[src/rtl/dmaFifoPkg.sv]
package dmaFifoPkg;

  typedef struct packed {
    logic push;
    logic pop;
    logic bypass;
  } fifoStrobes_t;

  localparam logic [2:0] ST_EMPTY = 3'b100;
  localparam logic [2:0] ST_FULL  = 3'b101;
  localparam logic [1:0] DIR_M2M  = 2'b10;

endpackage

[src/rtl/fifoDatapath.sv]
module fifoDatapath
  import dmaFifoPkg::*;
#(
  parameter int DEPTH = 4,
  parameter int WIDTH = 32,
  localparam int PW = $clog2(DEPTH),
  localparam int CW = $clog2(DEPTH + 1)
) (
  input  logic             clk,
  input  logic             rstN,
  input  fifoStrobes_t     strobes,
  input  logic             wrReq,
  input  logic [WIDTH-1:0] wrData,
  output logic             outValid,
  output logic [WIDTH-1:0] outData,
  output logic [CW-1:0]    level
);

  logic [WIDTH-1:0] mem [DEPTH];
  logic [PW-1:0]    wrPtr;
  logic [PW-1:0]    rdPtr;

  always_ff @(posedge clk) begin
    if (strobes.push) mem[wrPtr] <= wrData;
  end

  always_ff @(posedge clk or negedge rstN) begin
    if (!rstN) begin
      wrPtr <= '0;
      rdPtr <= '0;
      level <= '0;
    end else begin
      if (strobes.push) wrPtr <= wrPtr + 1'b1;
      if (strobes.pop)  rdPtr <= rdPtr + 1'b1;
      case ({strobes.push, strobes.pop})
        2'b10:   level <= level + 1'b1;
        2'b01:   level <= level - 1'b1;
        default: level <= level;
      endcase
    end
  end

  always_comb begin
    if (strobes.bypass) begin
      outValid = wrReq;
      outData  = wrData;
    end else begin
      outValid = (level != '0);
      outData  = mem[rdPtr];
    end
  end

endmodule

[src/rtl/fifoControl.sv]
module fifoControl
  import dmaFifoPkg::*;
#(
  parameter int DEPTH = 4,
  localparam int CW = $clog2(DEPTH + 1),
  localparam int QUARTER = DEPTH / 4
) (
  input  logic         clk,
  input  logic         rstN,
  input  logic         streamEn,
  input  logic [1:0]   dirMode,
  input  logic         cfgWrEn,
  input  logic [7:0]   cfgWrData,
  input  logic         errClr,
  input  logic         wrReq,
  input  logic         rdReq,
  input  logic [CW-1:0] level,
  output fifoStrobes_t strobes,
  output logic [7:0]   cfgRdData,
  output logic [2:0]   fifoStatus,
  output logic         drainReq,
  output logic         errFlag,
  output logic         errIrq
);

  logic       irqEn;
  logic       dmDis;
  logic [1:0] thrSel;
  logic       isFull;
  logic       isEmpty;
  logic       errEvent;
  logic [CW-1:0] band;
  logic [CW-1:0] thrLevel;
  logic [3:0]    cfgUnused;

  assign cfgUnused = cfgWrData[6:3];

  assign isFull  = (level == CW'(DEPTH));
  assign isEmpty = (level == '0);

  always_comb begin
    strobes.bypass = !dmDis;
    strobes.push   = dmDis && wrReq && !isFull;
    strobes.pop    = dmDis && rdReq && !isEmpty;
  end

  assign errEvent = dmDis && ((wrReq && isFull) || (rdReq && isEmpty));

  // configuration register with lock and forced buffered mode
  always_ff @(posedge clk or negedge rstN) begin
    if (!rstN) begin
      irqEn  <= 1'b0;
      dmDis  <= 1'b0;
      thrSel <= 2'b00;
    end else begin
      if (cfgWrEn) begin
        irqEn <= cfgWrData[7];
        if (!streamEn) begin
          dmDis  <= cfgWrData[2];
          thrSel <= cfgWrData[1:0];
        end
      end
      if (streamEn && dirMode == DIR_M2M) dmDis <= 1'b1;
    end
  end

  always_ff @(posedge clk or negedge rstN) begin
    if (!rstN)         errFlag <= 1'b0;
    else if (errEvent) errFlag <= 1'b1;
    else if (errClr)   errFlag <= 1'b0;
  end

  assign errIrq = errFlag & irqEn;

  // quarter band encoder
  assign band = level / CW'(QUARTER);

  always_comb begin
    if (!dmDis || isEmpty) fifoStatus = ST_EMPTY;
    else if (isFull)       fifoStatus = ST_FULL;
    else                   fifoStatus = {1'b0, band[1:0]};
  end

  assign thrLevel = CW'((32'(thrSel) + 32'd1) * QUARTER);
  assign drainReq = dmDis && (level >= thrLevel);

  assign cfgRdData = {irqEn, 1'b0, fifoStatus, dmDis, thrSel};

endmodule

[src/rtl/dmaFifo.sv]
module dmaFifo
  import dmaFifoPkg::*;
#(
  parameter int DEPTH = 4,
  parameter int WIDTH = 32
) (
  input  logic             clk,
  input  logic             rstN,
  input  logic             streamEn,
  input  logic [1:0]       dirMode,
  input  logic             cfgWrEn,
  input  logic [7:0]       cfgWrData,
  output logic [7:0]       cfgRdData,
  input  logic             errClr,
  input  logic             wrReq,
  input  logic [WIDTH-1:0] wrData,
  input  logic             rdReq,
  output logic             outValid,
  output logic [WIDTH-1:0] outData,
  output logic [2:0]       fifoStatus,
  output logic             drainReq,
  output logic             errFlag,
  output logic             errIrq
);

  localparam int CW = $clog2(DEPTH + 1);

  fifoStrobes_t  strobes;
  logic [CW-1:0] level;

  fifoControl #(.DEPTH(DEPTH)) u_ctrl (
    .clk(clk), .rstN(rstN), .streamEn(streamEn), .dirMode(dirMode),
    .cfgWrEn(cfgWrEn), .cfgWrData(cfgWrData), .errClr(errClr),
    .wrReq(wrReq), .rdReq(rdReq), .level(level), .strobes(strobes),
    .cfgRdData(cfgRdData), .fifoStatus(fifoStatus), .drainReq(drainReq),
    .errFlag(errFlag), .errIrq(errIrq)
  );

  fifoDatapath #(.DEPTH(DEPTH), .WIDTH(WIDTH)) u_data (
    .clk(clk), .rstN(rstN), .strobes(strobes), .wrReq(wrReq),
    .wrData(wrData), .outValid(outValid), .outData(outData), .level(level)
  );

endmodule

[config.mk]
export PLATFORM = sky130hd
export DESIGN_NAME = dmaFifo
export DESIGN_NICKNAME = d
export VERILOG_FILES = /design/src/rtl/dmaFifoPkg.sv /design/src/rtl/fifoDatapath.sv /design/src/rtl/fifoControl.sv /design/src/rtl/dmaFifo.sv
export SDC_FILE = /design/constraint.sdc
export NUM_CORES = 1
export LEC_CHECK = 0
export ABC_CLOCK_PERIOD_IN_PS = 5100
export BUFFER_PORTS_ARGS = -buffer_cell sky130_fd_sc_hd__buf_2
export CAP_MARGIN = 20
export CORE_MARGIN = 8
export CORE_UTILIZATION = 33
export CTS_BUF_LIST = sky130_fd_sc_hd__clkbuf_8
export CTS_CLUSTER_SIZE = 16
export DETAILED_ROUTE_END_ITERATION = 12
export GPL_TIMING_DRIVEN = 0
export PLACE_DENSITY = 0.48
export SETUP_SLACK_MARGIN = 0.1
export SLEW_MARGIN = 20
export SYNTH_ARGS = -nofsm -noshare
export SYNTH_HDL_FRONTEND = slang
export SYNTH_SLANG_ARGS = --single-unit
[constraint.sdc]
create_clock -name clk -period 5.1 [get_ports clk]
set_input_delay 0.765 -clock clk [delete_from_list [all_inputs] [get_ports clk]]
set_output_delay 0.765 -clock clk [all_outputs]
set_load 0.05 [all_outputs]
---- Word-level counts from Yosys, hierarchy flattened ----
Memories as Yosys holds them, arrays and structs flattened.
Index checks and enable logic that the tools add are counted.
cells by class
  $add $sub $neg .......................... 5
  bitwise gates (word level) .............. 2
  multiplexer cells ....................... 12
  equal/unequal tests ..................... 5
  $lt $le $gt $ge ......................... 1
  reduce and logical (&&, ||, !) cells .... 21
operators with widths
  cell                 number
  $mux 32              1
  $logic_and 1x1->1    9
  $mux 1               8
  $mux 3               2
  $pmux 3 s2           1
  $reduce_bool 2->1    3
  $add 2x1->2 const B  2
  $eq 2x2->1 const B   2
  $reduce_and 2->1     2
  $add 2x1->3 const B  1
  $add 3x1->3 const B  1
  $eq 3x3->1 const B   1
  $ge 3x3->1           1
  $logic_not 1->1      3
  $logic_not 3->1      1
  $reduce_bool 3->1    1
  $sub 3x1->3 const B  1
  $eq 2x1->1 const B   1
  $logic_or 1x1->1     2
  $ne 2x1->1 const B   1
  $and 1x1->1          1
  $not 1->1            1
storage, ports and cells
  input bits .............................. 49
  memories kept ........................... 1
  bits in registers ....................... 12
  RAM bits ................................ 128
  output and inout bits ................... 47
  word-level logic and storage cells ...... 54
memories
  name        words  bits a word  read ports  clocked after Yosys merged registers in  write ports  RTL line            text
  u_data.mem  4      32           1           0                                        1            fifoDatapath.sv:19  logic [WIDTH-1:0] mem [DEPTH];

---- Logic depth before layout (Yosys ltp) ----
  word-level depth ........................ 5
  gate-level depth with buffers ........... 10
  depth with buffers taken out ............ 9

---- Modules after synthesis ----
Synthesis repeated with hierarchy kept, for this count alone.
unflattened totals
  cell total of the unflattened synthesis .. 393
  area, all modules ....................... 6362.4 um^2
by module, submodules not included
  module        sequential area each (um^2)  instances  area an instance (um^2)  cells each
  fifoDatapath  4018.9                       1          5954.5                   345
  fifoControl   125.1                        1          407.9                    48

---- Least setup slack after synthesis ----
No wires, ideal clock.
  kind .................................... register to output
  from .................................... reg u_ctrl.thrSel[0]
  to ...................................... out drainReq
  buffers on the path ..................... 0
  data arrival time ....................... 2036 ps
  path slack .............................. 2299 ps
  data required time ...................... 4335 ps
  stages on the path, launching flop included .. 6
  path through ............................ dfrtp_1 > ha_1 > inv_1 > ha_1 > o21ai_0 > a21oi_1
on the way
  cells in the longest elaborated chain, start to end .. 3
RTL lines
  item                    RTL line           text
  start, declared         fifoControl.sv:28  logic [1:0] thrSel;
  start signal, assigned  fifoControl.sv:60  thrSel <= cfgWrData[1:0];
  $add 2x1->3             fifoControl.sv:84  assign thrLevel = CW'((32'(thrSel) + 32'd1) * QUARTER);
  $ge 3x3->1              fifoControl.sv:85  assign drainReq = dmDis && (level >= thrLevel);
  $logic_and 1x1->1       fifoControl.sv:85
  end, declared           dmaFifo.sv:21      output logic drainReq,
No other way between the ends.

---- Final worst setup path ----
  from .................................... reg u_data.rdPtr[1]
  to ...................................... out outData[29]
on the way
  cells in the longest elaborated chain, start to end .. 2
RTL lines
  item                    RTL line            text
  start, declared         fifoDatapath.sv:21  logic [PW-1:0] rdPtr;
  start signal, assigned  fifoDatapath.sv:34  if (strobes.pop) rdPtr <= rdPtr + 1'b1;
  $mem_v2 4x32            n/a
  $mux 32                 fifoDatapath.sv:44  if (strobes.bypass) begin
  end, declared           dmaFifo.sv:19       output logic [WIDTH-1:0] outData,
No other way between the ends.

==> results.toml <==
[outcome]
status = "finished clean"

[floorplan]
placement_rows = 49
initial_core_util_pct = 33.4
pin_count = 96
core_mm2 = 0.0178
dieHeight_um = 150
dieWidth_um = 150
die-area_mm2 = 0.0226

[drt]
wl_per_cell_um = 18.4
first_iter_violations = 136
drt-vias-per-instance = 4.59
num_vias = 2956
drc = 0
wl_um = 11900
drtPass1Iterations = 4
antenna_left = 0

[worst_setup_path]
crit_arrival_ns = 2.25
worst_r2r_path_depth = 5
crit_required_ns = 4.34
critPathTopFamily = "buffers and inverters"
max_stage_delay_ns = 0.37
reg2reg_from = "u_ctrl.dmDis"
r2r_slack_ns = 2.76
reg2reg_to = "u_data.mem[0][15]"
crit_path_end_kind = "output port"
path_depth = 5
worstSetupPathType = "flip-flop to output port"
path_max_fanout = 10
cp_slowest_cell = "buf_2"
path_common_cell = "buf_2"
cp.buffers_inverters = 3
path_cells = "clkbuf_1 -> buf_2 -> mux4_2 -> mux2_4 -> buf_2"
start_kind = "flip-flop"

[place]
io_buffers = 90
place_hpwl_um = 7880
gp_congestion = 0.683

[timing]
relSlewSlack_pct = 63.5
clock_skew_ns = 0.00911
max_freq_mhz = 332
setup_tns_ns = 0
worstMarginPinSlew_ns = 0.547
period_share_pct = 59.1
final.min_clock_period_ns = 3.01
hold_viol_final = 0
report.final.setup_viol = 0
finalMaxSlewViolations = 0
rsz0062_at_grt = "false"

[final_layout]
layout.nets = 461
mostFrequentLayoutCell = "edfxtp_1"
area_growth_pct = 21.2
drive_gt1_share_pct = 50.6
fillers = 1623
layout_common_cells = "edfxtp_1, buf_2, mux4_2, mux2_4, clkbuf_8"
diodes = 0

[synthesis]
ys_ff_latch = 140
synthCells = 289
post_synth_mux_area_share_pct = 21.1
synthFlopType = "edfxtp_1"
synth_nets = 348
synth_cell_types = 29
async_flop_share_pct = 8.57
yosysWarningCount = 0
synth_top_family_by_area = "multiplexers"
synth_seq_area_share_pct = 69.6
synth-edff-count = 128
synth-compound-area-share_pct = 1.13
yosys.area_share.xor_xnor_pct = 0.882
yosysTopAreaCell = "edfxtp_1"
synth_simple_gate_area_share_pct = 1.49
ys_top_cells_by_area = "edfxtp_1, mux4_2, mux2_4, dfrtp_1, ha_1"
syn_area_mm2 = 0.00596
synth.top_cell.area_share_pct = 64.5
synth_fa_ha_area_share_pct = 2.23
syn_avg_cell_area_um2 = 20.6

[clocking]
path_clk_slew_ns = 0.08
cts.sink_count = 140
clock-root-buffer = "clkbuf_8"
cts_setup_buffers = 0
cts_tree = "done"
hold_buffers = 0
postCtsResizedCells = 0
clk_latency_ns = 0.43
ctsLongestPathBuffers = 2
cts_buffers = 17
h-tree-depth = 4

[grt]
grt_pass1_vias = 3246
grt_max_degree = 23
grtUsageTotal_pct = 11.1
grt.overflow.total = 0
antenna_found_initial = 1
grt_first_pass_wirelength_um = 18400

[pwr]
peakVddDrop_mv = 0.290
power_leakage_uw = 0.00270
power_uw = 3990
power_density_mw_per_mm2 = 553

[job]
cap_violations = 0

[min_path]
hold_path.class = "input pin to async pin"
state kept, by name, summed over array words and instances, names as in the netlist:
register,flops
u_data.rdPtr,2
u_data.wrPtr,2
u_data.level,3
u_ctrl.errFlag,1
u_ctrl.irqEn,1
u_ctrl.dmDis,1
u_ctrl.thrSel,2
u_data.mem,128
worst reg2reg max path: cells and delay by family, from the launching register on:
kind	cells	cell delay, ns
compound gates	1	0.45
flops	1	0.35
buf+inv	2	0.54
simple gates	2	0.69
cell usage after synthesis (2+ instances only):
cell type,number
buf_4,6
ha_1,9
mux2i_1,2
nor2b_1,2
mux4_2,28
nor2_1,4
edfxtp_1,128
a21oi_1,4
xnor2_1,3
mux4_1,4
nand2_1,5
dfrtp_1,12
o21ai_0,5
clkbuf_1,4
buf_2,6
xor2_1,3
mux2_2,7
and2_1,6
buf_12,3
inv_1,12
mux2_4,28
logic make-up after synthesis:
family,after synthesis
XOR/XNOR,6
flip-flops,140
multiplexers,69
AND/OR/NAND/NOR,18
other,1
buffers and inverters,33
AO/OA/AOI/OAI,12
adder cells (fa/ha/maj),10
per-layer routing:
metal	vias up	global-route usage, %	wire length, um
met1	1506	13.2	5090
met3	10	4.57	749
li1	1364	-	-
met2	74	17.9	5920
met5	-	0	13
met4	2	3.90	112
metrics by stage:
| stage | worst slack, ns | util, % | instances | hold WS [ns] | cell area [um2] |
|---|---|---|---|---|---|
| CTS | 1.97 | 40.5 | 644 | 0.172 | 7220 |
| floorplan | 2.30 | - | 289 | 0.469 | 5960 |
| finish | 2.09 | 40.5 | 644 | 0.211 | 7220 |
| detailed placement | 2.48 | 38.0 | 612 | 0.529 | 6790 |
| global placement | 1.72 | 37.5 | 608 | 0.516 | 6690 |
| global route | 1.85 | 40.5 | 644 | 0.179 | 7220 |
power by group:
group	internal [uW]	switching, uW
Clock	532	423
Sequential	1410	44.7
Combinational	635	951
Total	2570	1420
final cells by class:
type / count / area (um2) / area share (%)
buffer: 21 / 166 / 2.31
clock buffer: 17 / 234 / 3.24
clock inverter: 15 / 198 / 2.74
inverter: 12 / 45.0 / 0.624
multi-input combinational: 116 / 1610 / 22.2
sequential: 140 / 4140 / 57.4
tap: 229 / 287 / 3.97
timing repair buffer: 94 / 538 / 7.45
worst max-delay path by stage:
stage / start / end / slack (ns)
after floorplan: u_ctrl.thrSel[0] / drainReq / 2.30
after CTS: u_data.rdPtr[1] / outData[21] / 1.97
after global routing: u_ctrl.dmDis / drainReq / 1.85
after detailed placement: u_data.rdPtr[1] / outData[21] / 2.48
after global placement: wrReq / u_data.mem[0][15] / 1.72
final: u_data.rdPtr[1] / outData[29] / 2.09
No activity file was read; power rests on OpenSTA's default activity.
